**src/rtl/mesi_pkg.sv**
```systemverilog
package mesi_pkg;

  typedef enum logic [1:0] {
    ST_I = 2'b00,
    ST_S = 2'b01,
    ST_E = 2'b10,
    ST_M = 2'b11
  } line_st_t;

  typedef enum logic [1:0] {
    BC_NONE = 2'b00,
    BC_RD   = 2'b01,
    BC_RDX  = 2'b10,
    BC_WB   = 2'b11
  } bus_cmd_t;

  typedef enum logic [1:0] {
    PF_IDLE = 2'b00,
    PF_BUS  = 2'b01,
    PF_VOTE = 2'b10
  } pfsm_t;

  // state a valid line takes after a foreign transaction is observed
  function automatic line_st_t snoop_next(line_st_t cur, logic is_rdx);
    if (is_rdx)
      return ST_I;
    else if (cur == ST_I)
      return ST_I;
    else
      return ST_S;
  endfunction

endpackage

```
**src/rtl/mesi_tag_store.sv**
```systemverilog
module mesi_tag_store
  import mesi_pkg::*;
#(
  parameter int IDX_W = 2,
  parameter int TAG_W = 4
) (
  input  logic             clk,
  input  logic             rst,
  input  logic [IDX_W-1:0] p_idx,
  output line_st_t         p_st,
  output logic [TAG_W-1:0] p_tag,
  input  logic             p_we,
  input  logic [IDX_W-1:0] p_widx,
  input  logic [TAG_W-1:0] p_wtag,
  input  line_st_t         p_wst,
  input  logic [IDX_W-1:0] s_idx,
  output line_st_t         s_st,
  output logic [TAG_W-1:0] s_tag,
  input  logic             s_we,
  input  logic [IDX_W-1:0] s_widx,
  input  line_st_t         s_wst
);

  localparam int LINES = 1 << IDX_W;

  line_st_t         st_q  [LINES];
  logic [TAG_W-1:0] tag_q [LINES];

  genvar g;
  generate
    for (g = 0; g < LINES; g++) begin : g_line
      always_ff @(posedge clk) begin
        if (rst) begin
          st_q[g]  <= ST_I;
          tag_q[g] <= '0;
        end else if (s_we && s_widx == IDX_W'(g)) begin
          st_q[g] <= s_wst;
        end else if (p_we && p_widx == IDX_W'(g)) begin
          st_q[g]  <= p_wst;
          tag_q[g] <= p_wtag;
        end
      end
    end
  endgenerate

  assign p_st  = st_q[p_idx];
  assign p_tag = tag_q[p_idx];
  assign s_st  = st_q[s_idx];
  assign s_tag = tag_q[s_idx];

endmodule

```
**src/rtl/mesi_snoop_unit.sv**
```systemverilog
module mesi_snoop_unit
  import mesi_pkg::*;
#(
  parameter int ADDR_W     = 6,
  parameter int IDX_W      = 2,
  parameter int VOTE_DELAY = 2
) (
  input  logic                    clk,
  input  logic                    rst,
  input  logic                    snp_valid,
  input  logic                    snp_cmd,
  input  logic [ADDR_W-1:0]       snp_addr,
  output logic [IDX_W-1:0]        s_idx,
  input  line_st_t                s_st,
  input  logic [ADDR_W-IDX_W-1:0] s_tag,
  output logic                    s_we,
  output logic [IDX_W-1:0]        s_widx,
  output line_st_t                s_wst,
  output logic                    shared_out,
  output logic                    flush_out,
  output logic [ADDR_W-1:0]       flush_addr
);

  localparam int TAG_W = ADDR_W - IDX_W;
  localparam int CNT_W = $clog2(VOTE_DELAY + 1);

  logic             hit;
  logic             shr_q;
  logic [CNT_W-1:0] shr_cnt_q;
  logic             flush_q;
  logic [ADDR_W-1:0] flush_addr_q;

  assign s_idx  = snp_addr[IDX_W-1:0];
  assign hit    = snp_valid && (s_st != ST_I) &&
                  (s_tag == snp_addr[ADDR_W-1:IDX_W]);
  assign s_we   = hit;
  assign s_widx = s_idx;
  assign s_wst  = snoop_next(s_st, snp_cmd);

  always_ff @(posedge clk) begin
    if (rst) begin
      flush_q      <= 1'b0;
      flush_addr_q <= '0;
      shr_q        <= 1'b0;
      shr_cnt_q    <= '0;
    end else begin
      flush_q <= hit && (s_st == ST_M);
      if (hit && s_st == ST_M)
        flush_addr_q <= snp_addr;
      if (hit && !snp_cmd) begin
        shr_q     <= 1'b1;
        shr_cnt_q <= CNT_W'(VOTE_DELAY - 1);
      end else if (shr_cnt_q != '0) begin
        shr_cnt_q <= shr_cnt_q - 1'b1;
      end else begin
        shr_q <= 1'b0;
      end
    end
  end

  assign shared_out = shr_q;
  assign flush_out  = flush_q;
  assign flush_addr = flush_addr_q;

  logic unused_tagw;
  assign unused_tagw = ^{TAG_W{1'b0}};

endmodule

```
**src/rtl/mesi_proc_ctrl.sv**
```systemverilog
module mesi_proc_ctrl
  import mesi_pkg::*;
#(
  parameter int ADDR_W     = 6,
  parameter int IDX_W      = 2,
  parameter int VOTE_DELAY = 2
) (
  input  logic                    clk,
  input  logic                    rst,
  input  logic                    cpu_req_valid,
  input  logic                    cpu_req_write,
  input  logic [ADDR_W-1:0]       cpu_req_addr,
  output logic                    cpu_ready,
  output logic                    cpu_done,
  output line_st_t                cpu_done_state,
  output logic                    bus_req,
  output bus_cmd_t                bus_cmd,
  output logic [ADDR_W-1:0]       bus_addr,
  input  logic                    bus_gnt,
  input  logic                    shared_in,
  output logic [IDX_W-1:0]        p_idx,
  input  line_st_t                p_st,
  input  logic [ADDR_W-IDX_W-1:0] p_tag,
  output logic                    p_we,
  output logic [IDX_W-1:0]        p_widx,
  output logic [ADDR_W-IDX_W-1:0] p_wtag,
  output line_st_t                p_wst
);

  localparam int TAG_W = ADDR_W - IDX_W;
  localparam int CNT_W = $clog2(VOTE_DELAY + 1);

  pfsm_t             fsm_q;
  logic              wr_q;
  logic [ADDR_W-1:0] addr_q;
  logic [CNT_W-1:0]  cnt_q;
  logic              done_q;
  line_st_t          done_st_q;
  logic              breq_q;
  bus_cmd_t          bcmd_q;
  logic [ADDR_W-1:0] baddr_q;

  logic [TAG_W-1:0]  req_tag;
  logic              hit;
  logic              local_ok;

  assign p_idx    = (fsm_q == PF_IDLE) ? cpu_req_addr[IDX_W-1:0]
                                       : addr_q[IDX_W-1:0];
  assign req_tag  = cpu_req_addr[ADDR_W-1:IDX_W];
  assign hit      = (p_st != ST_I) && (p_tag == req_tag);
  assign local_ok = hit && !(p_st == ST_S && cpu_req_write);

  always_comb begin
    p_we   = 1'b0;
    p_widx = p_idx;
    p_wtag = addr_q[ADDR_W-1:IDX_W];
    p_wst  = ST_I;
    unique case (fsm_q)
      PF_IDLE: begin
        p_wtag = req_tag;
        if (cpu_req_valid) begin
          if (hit && p_st == ST_E && cpu_req_write) begin
            p_we  = 1'b1;
            p_wst = ST_M;
          end else if (!hit && (p_st == ST_S || p_st == ST_E)) begin
            p_we  = 1'b1;
            p_wst = ST_I;
            p_wtag = p_tag;
          end
        end
      end
      PF_BUS: begin
        if (bus_gnt && bcmd_q == BC_WB) begin
          p_we  = 1'b1;
          p_wst = ST_I;
        end else if (bus_gnt && bcmd_q == BC_RDX) begin
          p_we  = 1'b1;
          p_wst = ST_M;
        end
      end
      PF_VOTE: begin
        if (cnt_q == '0) begin
          p_we  = 1'b1;
          p_wst = shared_in ? ST_S : ST_E;
        end
      end
      default: ;
    endcase
  end

  always_ff @(posedge clk) begin
    if (rst) begin
      fsm_q     <= PF_IDLE;
      wr_q      <= 1'b0;
      addr_q    <= '0;
      cnt_q     <= '0;
      done_q    <= 1'b0;
      done_st_q <= ST_I;
      breq_q    <= 1'b0;
      bcmd_q    <= BC_NONE;
      baddr_q   <= '0;
    end else begin
      done_q <= 1'b0;
      unique case (fsm_q)
        PF_IDLE: begin
          if (cpu_req_valid) begin
            addr_q <= cpu_req_addr;
            wr_q   <= cpu_req_write;
            if (local_ok) begin
              done_q    <= 1'b1;
              done_st_q <= cpu_req_write ? ST_M : p_st;
            end else if (!hit && p_st == ST_M) begin
              fsm_q   <= PF_BUS;
              breq_q  <= 1'b1;
              bcmd_q  <= BC_WB;
              baddr_q <= {p_tag, cpu_req_addr[IDX_W-1:0]};
            end else begin
              fsm_q   <= PF_BUS;
              breq_q  <= 1'b1;
              bcmd_q  <= cpu_req_write ? BC_RDX : BC_RD;
              baddr_q <= cpu_req_addr;
            end
          end
        end
        PF_BUS: begin
          if (bus_gnt) begin
            unique case (bcmd_q)
              BC_WB: begin
                bcmd_q  <= wr_q ? BC_RDX : BC_RD;
                baddr_q <= addr_q;
              end
              BC_RDX: begin
                fsm_q     <= PF_IDLE;
                breq_q    <= 1'b0;
                bcmd_q    <= BC_NONE;
                done_q    <= 1'b1;
                done_st_q <= ST_M;
              end
              default: begin
                fsm_q  <= PF_VOTE;
                breq_q <= 1'b0;
                bcmd_q <= BC_NONE;
                cnt_q  <= CNT_W'(VOTE_DELAY - 1);
              end
            endcase
          end
        end
        PF_VOTE: begin
          if (cnt_q == '0) begin
            fsm_q     <= PF_IDLE;
            done_q    <= 1'b1;
            done_st_q <= shared_in ? ST_S : ST_E;
          end else begin
            cnt_q <= cnt_q - 1'b1;
          end
        end
        default: fsm_q <= PF_IDLE;
      endcase
    end
  end

  assign cpu_ready      = (fsm_q == PF_IDLE);
  assign cpu_done       = done_q;
  assign cpu_done_state = done_st_q;
  assign bus_req        = breq_q;
  assign bus_cmd        = bcmd_q;
  assign bus_addr       = baddr_q;

endmodule

```
**src/rtl/mesi_line_ctrl.sv**
```systemverilog
module mesi_line_ctrl
  import mesi_pkg::*;
#(
  parameter int ADDR_W     = 6,
  parameter int IDX_W      = 2,
  parameter int VOTE_DELAY = 2
) (
  input  logic              clk,
  input  logic              rst,
  input  logic              cpu_req_valid,
  input  logic              cpu_req_write,
  input  logic [ADDR_W-1:0] cpu_req_addr,
  output logic              cpu_ready,
  output logic              cpu_done,
  output logic [1:0]        cpu_done_state,
  output logic              bus_req,
  output logic [1:0]        bus_cmd,
  output logic [ADDR_W-1:0] bus_addr,
  input  logic              bus_gnt,
  input  logic              shared_in,
  output logic              shared_out,
  input  logic              snp_valid,
  input  logic              snp_cmd,
  input  logic [ADDR_W-1:0] snp_addr,
  output logic              flush_out,
  output logic [ADDR_W-1:0] flush_addr
);

  localparam int TAG_W = ADDR_W - IDX_W;

  logic [IDX_W-1:0] p_idx, p_widx, s_idx, s_widx;
  line_st_t         p_st, p_wst, s_st, s_wst;
  logic [TAG_W-1:0] p_tag, p_wtag, s_tag;
  logic             p_we, s_we;
  line_st_t         done_st;
  bus_cmd_t         bcmd;

  mesi_tag_store #(.IDX_W(IDX_W), .TAG_W(TAG_W)) u_store (
    .clk    (clk),
    .rst    (rst),
    .p_idx  (p_idx),
    .p_st   (p_st),
    .p_tag  (p_tag),
    .p_we   (p_we),
    .p_widx (p_widx),
    .p_wtag (p_wtag),
    .p_wst  (p_wst),
    .s_idx  (s_idx),
    .s_st   (s_st),
    .s_tag  (s_tag),
    .s_we   (s_we),
    .s_widx (s_widx),
    .s_wst  (s_wst)
  );

  mesi_proc_ctrl #(.ADDR_W(ADDR_W), .IDX_W(IDX_W), .VOTE_DELAY(VOTE_DELAY)) u_proc (
    .clk            (clk),
    .rst            (rst),
    .cpu_req_valid  (cpu_req_valid),
    .cpu_req_write  (cpu_req_write),
    .cpu_req_addr   (cpu_req_addr),
    .cpu_ready      (cpu_ready),
    .cpu_done       (cpu_done),
    .cpu_done_state (done_st),
    .bus_req        (bus_req),
    .bus_cmd        (bcmd),
    .bus_addr       (bus_addr),
    .bus_gnt        (bus_gnt),
    .shared_in      (shared_in),
    .p_idx          (p_idx),
    .p_st           (p_st),
    .p_tag          (p_tag),
    .p_we           (p_we),
    .p_widx         (p_widx),
    .p_wtag         (p_wtag),
    .p_wst          (p_wst)
  );

  mesi_snoop_unit #(.ADDR_W(ADDR_W), .IDX_W(IDX_W), .VOTE_DELAY(VOTE_DELAY)) u_snoop (
    .clk        (clk),
    .rst        (rst),
    .snp_valid  (snp_valid),
    .snp_cmd    (snp_cmd),
    .snp_addr   (snp_addr),
    .s_idx      (s_idx),
    .s_st       (s_st),
    .s_tag      (s_tag),
    .s_we       (s_we),
    .s_widx     (s_widx),
    .s_wst      (s_wst),
    .shared_out (shared_out),
    .flush_out  (flush_out),
    .flush_addr (flush_addr)
  );

  assign cpu_done_state = done_st;
  assign bus_cmd        = bcmd;

endmodule

```
**config.mk**
```make
export PLATFORM = sky130hd
export DESIGN_NAME = mesi_line_ctrl
export DESIGN_NICKNAME = d
export VERILOG_FILES = /design/src/rtl/mesi_pkg.sv /design/src/rtl/mesi_tag_store.sv /design/src/rtl/mesi_snoop_unit.sv /design/src/rtl/mesi_proc_ctrl.sv /design/src/rtl/mesi_line_ctrl.sv
export SDC_FILE = /design/constraint.sdc
export NUM_CORES = 1
export LEC_CHECK = 0
export BUFFER_PORTS_ARGS = -buffer_cell sky130_fd_sc_hd__buf_2
export CORE_MARGIN = 2
export CORE_UTILIZATION = 55
export DETAILED_ROUTE_END_ITERATION = 8
export MAX_ROUTING_LAYER = met4
export PLACE_DENSITY_LB_ADDON = 0.15
export SLEW_MARGIN = 20
export SYNTH_ARGS = -nofsm -noshare
export SYNTH_HDL_FRONTEND = slang
export SYNTH_SLANG_ARGS = --single-unit
```
**constraint.sdc**
```tcl
create_clock -name clk -period 10.5 [get_ports clk]
set_input_delay 1.05 -clock clk [delete_from_list [all_inputs] [get_ports clk]]
set_output_delay 1.05 -clock clk [all_outputs]
set_load 0.1 [all_outputs]
```
Word level (Yosys, flattened, before mapping)
Memories as Yosys holds them, arrays and structs flattened. Cells that the tools add are included.

Bits in registers: 33. Bits in writable memories: 24. Bits of input ports: 20. Output and inout port bits: 21. Word-level logic and storage cells: 211. Memories kept: 2.

Add/sub/neg operators: 2. Equal/unequal tests: 27. Multiplexer cells: 108. Bitwise gates (word level): 12. Reductions and logical operators: 46.

Memories: u_store.tag_q (words 4, width 4, read ports 2, clocked after memory_dff 0, wr ports 4, RTL line mesi_tag_store.sv:27) `logic [TAG_W-1:0] tag_q [LINES];`; u_store.st_q (words 4, width 2, read ports 2, clocked after memory_dff 0, wr ports 4, RTL line mesi_tag_store.sv:26) `line_st_t st_q [LINES];`.

Operators with widths (number): $mux 2 (36); $mux 1 (49); $mux 4 (8); $mux 6 (5); $logic_and 1x1->1 (21); $eq 2x2->1 const B (10); $pmux 2 s3 (3); $reduce_and 5->1 (3); $ne 2x2->1 const B (6); $or 1x1->1 (12); $pmux 2 s2 (3); $pmux 6 s2 (1); $reduce_bool 2->1 (6); $logic_not 2->1 (5); $ne 2x1->1 const B (5); $eq 2x1->1 const B (4); $eq 4x4->1 (2); $reduce_and 4->1 (2); $pmux 1 s3 (2); $reduce_and 6->1 (1); $reduce_or 2->1 (2); $sub 2x1->2 const B (2); $logic_not 1->1 (3); $reduce_bool 3->1 (1); other kinds (3) (3).

Longest topological paths before layout
An unclocked memory read counts as a cell.

Depth in word-level cells: 17. Mapped depth: 15.

By module
From an unflattened synthesis, not the netlist that was laid out.

Cell total of the unflattened synthesis: 365. Area total of the unflattened synthesis: 3517.1 µm².

By module, submodules not included: mesi_proc_ctrl (times used 1, cells each 198, area each 1597.8 µm², sequential area each 460.4 µm²); mesi_tag_store (times used 1, cells each 108, area each 1376.3 µm², sequential area each 720.7 µm²); mesi_snoop_unit (times used 1, cells each 59, area each 543.0 µm², sequential area each 200.2 µm²).

Worst setup path after synthesis
OpenSTA, ideal clock, no wires.

Path type: register to register. Start: register u_proc.fsm_q[0]. End: memory u_store.tag_q[2][0], enable pin. Setup time: 0.373 ns. Arrival time: 4.053 ns. Data required time: 10.127 ns. Path slack: 6.074 ns. Stages on the path, launching flop included: 15. Buffers on the path: 2. Period minus slack after synthesis: 4.426 ns. Cells stage by stage: dfxtp_1 > inv_1 > ha_1 > buf_2 > mux2i_1 > mux4_2 > inv_1 > ha_1 > nor2b_1 > mux2i_1 > or4_1 > buf_6 > mux2i_1 > a21oi_2 > o31ai_1.

RTL lines: start, declared (RTL line mesi_proc_ctrl.sv:33) `pfsm_t fsm_q;`; start signal, assigned (RTL line mesi_proc_ctrl.sv:93) `fsm_q <= PF_IDLE;`; start signal, assigned (RTL line mesi_proc_ctrl.sv:113) `fsm_q <= PF_BUS;`; start signal, assigned (RTL line mesi_proc_ctrl.sv:118) `fsm_q <= PF_BUS;`; end, declared (RTL line mesi_tag_store.sv:27).

==> flow_summary.json <==
{
  "outcome": "finished clean",
  "wl_mm": 8.66,
  "ctsResizeCount": 0,
  "synth_common_cells": "nand2_1, nor2_1, dfxtp_1",
  "endpoint_kind": "flip-flop",
  "root_buffer": "clkbuf_8",
  "rrSetupSlack_ps": 5850,
  "synth_edf_count": 24,
  "syn_inst": 379,
  "num_vias": 2950,
  "instances_no_fill": 492,
  "yosys_warnings": 0,
  "clock-sinks": 57,
  "wl_per_cell_um": 17.6,
  "cts_setup_buffers": 0,
  "place_inst": 476,
  "endpoint": "u_store.tag_q[2][3]",
  "leakagePower_uw": 0.00161,
  "worstPathRequired_ps": 10480,
  "crit_start": "u_proc.fsm_q[0]",
  "clk_pin_slew_ps": 70,
  "postCtsHoldBufs": 0,
  "core_area_sq_um": 6310,
  "initial_core_util_pct": 56.3,
  "crit_chain": "inv_1 > ha_1 > mux2i_1 > mux4_2 > inv_1 > ha_1 > nor2b_1 > mux2i_1 > or4_1 > mux2i_1 > a21oi_2 > buf_4 > o31ai_1",
  "finalSetupViolCount": 0,
  "drv_slew": 0,
  "die_x_um": 84.4,
  "crit_type": "flip-flop to flip-flop",
  "dpl.hpwl_mm": 6.33,
  "ir_drop_v": 0.000204,
  "syn_to_final_growth_pct": 12.0,
  "cap_violations": 0,
  "cp_max_fo": 27,
  "gp_congestion": 0.872,
  "die_height_um": 84.4,
  "skew_ps": 9.88,
  "pin_count": 41,
  "arrival_ps": 4630,
  "n_antenna_cell": 0,
  "grt_overflow": 0,
  "rsz0062_at_grt": "false",
  "holdWs_ps": 471,
  "netlist_top_cells_area": "edfxtp_1, dfxtp_1, mux2i_1, mux4_2, nand2_1",
  "post_synth.cell_area_avg_sq_um": 9.38,
  "power_uw": 1200,
  "finalInstanceArea_sq_um": 3980,
  "period_share_pct": 44.3,
  "row_count": 29,
  "synth_flop_cell": "dfxtp_1",
  "vias_per_cell": 6.00,
  "numCtsBuffers": 9,
  "crit_path_max_incr_delay_ps": 820,
  "fin_crit_ps": 4650,
  "r2r-end": "u_store.tag_q[2][3]",
  "startpoint_type": "flip-flop",
  "grt_first_pass_wirelength_mm": 14.1,
  "grt_start_max_net_pins": 38,
  "dieArea_sq_um": 7120,
  "synth_nets": 410,
  "cp_slowest_cell": "ha_1",
  "track_usage_pct": 25.9,
  "clk_latency_ps": 350,
  "reg2reg_depth": 13,
  "tns_ps": 0,
  "crit_buf_inv": 3,
  "nets": 441,
  "drtPass1Iterations": 5,
  "drive_gt1_share_pct": 22.2,
  "place_area_sq_um": 3750,
  "power.density_nw_per_um2": 302,
  "r2r_start": "u_proc.fsm_q[0]",
  "drt-initial-drc-count": 213,
  "async_reset_ff_share_pct": 0,
  "tightest_slew_ps": 988,
  "ys_types": 52,
  "final_hold_viol_count": 0,
  "port_buffers": 40,
  "cts_tree": "yes",
  "synth.most_common_cell": "nand2_1",
  "max-slew-margin-rel_pct": 34.1,
  "nFillCells": 542,
  "drc": 0,
  "grt_pass1_vias": 2785,
  "syn_area_sq_um": 3550,
  "fmax_ghz": 0.215,
  "antenna_found_initial": 0,
  "seq_area_frac_synth_pct": 38.9,
  "cts_buffer_depth": 2,
  "worst-path-stages": 13,
  "antenna_left": 0,
  "ys_ff_latch": 57,
  "h-tree-depth": 3,
  "hold_path_class": "flip-flop to flip-flop",
  "yosys.area.top_type": "edfxtp_1",
  "cpMostUsedCell": "mux2i_1",
  "synth_top_cell_area_share_pct": 20.3,
  "path_delay_family": "multiplexers"
}
## placed cells by master, fill, tap and decap left out, types with 10 or more instances in the layout
master,count
clkbuf_8,11
inv_1,17
a21oi_1,26
nand2_1,44
o21bai_1,10
edfxtp_1,24
nor2_1,43
ha_1,11
nor3b_2,11
nor3_1,10
dfxtp_1,33
buf_2,40
mux2i_1,20
## routing by layer
metal / wire [um] / vias up / GRT usage, % / share of wire, %
met5: 0 / - / - / 0
met4: 110 / 0 / 8.95 / 1.3
met3: 533 / 10 / 4.03 / 6.2
met2: 4110 / 118 / 40.9 / 47
met1: 3910 / 1396 / 34.3 / 45
li1: - / 1426 / - / -
## layout make-up
class                           count  area (sq um)  area share [%]
Multi-Input combinational cell    284          2000            50.3
Sequential cell                    57          1380            34.7
Timing Repair Buffer               41           208            5.22
Clock buffer                       12           155            3.90
Tap cell                           77          96.3            2.42
Clock inverter                      4          73.8            1.85
Inverter                           17          63.8            1.60
## logic make-up after synthesis
group | Yosys count | share of synthesized area, %
and+or+nand+nor | 149 | 22.1
AOI/OAI and AO/OA | 85 | 16.8
DFF | 57 | 38.9
buffers and inverters | 38 | 4.82
muxes | 31 | 11.7
adders and majority gates | 11 | 3.87
xor gates and xnor gates | 8 | 1.97
## tightest hold or removal path, stage by stage, from the launching register on
cell and delay, ps:
dfxtp_1 310, nand2b_1 60, a21oi_1 50
## per-stage QoR
step	setup slack [ps]	util, %
after global placement	6170	59.4
after global routing	5590	63.0
final	5850	63.0
after floorplan	6070	-
after CTS	5910	63.0
after detailed placement	5940	59.4
## worst min path at each step
stage / start / cells after the start / endpoint / slack [ps]
finish: u_snoop.shared_out / 2 / u_snoop.shared_out / 470
global route: u_proc.bus_addr[1] / 1 / u_proc.bus_addr[1] / 490
CTS: u_snoop.shared_out / 2 / u_snoop.shared_out / 470
detailed placement: u_snoop.shared_out / 2 / u_snoop.shared_out / 460
global placement: u_proc.cnt_q[1] / 2 / u_proc.cnt_q[1] / 460
floorplan: u_proc.cnt_q[1] / 2 / u_proc.cnt_q[1] / 450
## report_power, final
group	switching (uW)	total [uW]	internal [uW]
registers	35.5	320	284
clock network	90.6	238	147
logic	452	643	192
total	578	1200	623
## state kept, by name (all words and copies together), names as in the netlist
name	flops
u_store.st_q	8
u_store.tag_q	16
u_proc.bus_req	1
u_snoop.flush_out	1
u_snoop.flush_addr	6
u_snoop.shared_out	1
u_snoop.shr_cnt_q	2
u_proc.cnt_q	2
u_proc.wr_q	1
u_proc.cpu_done	1
u_proc.bus_addr	6
u_proc.addr_q	6
u_proc.bus_cmd	2
u_proc.fsm_q	2
u_proc.cpu_done_state	2
No activity file was read; power rests on OpenSTA's default activity.
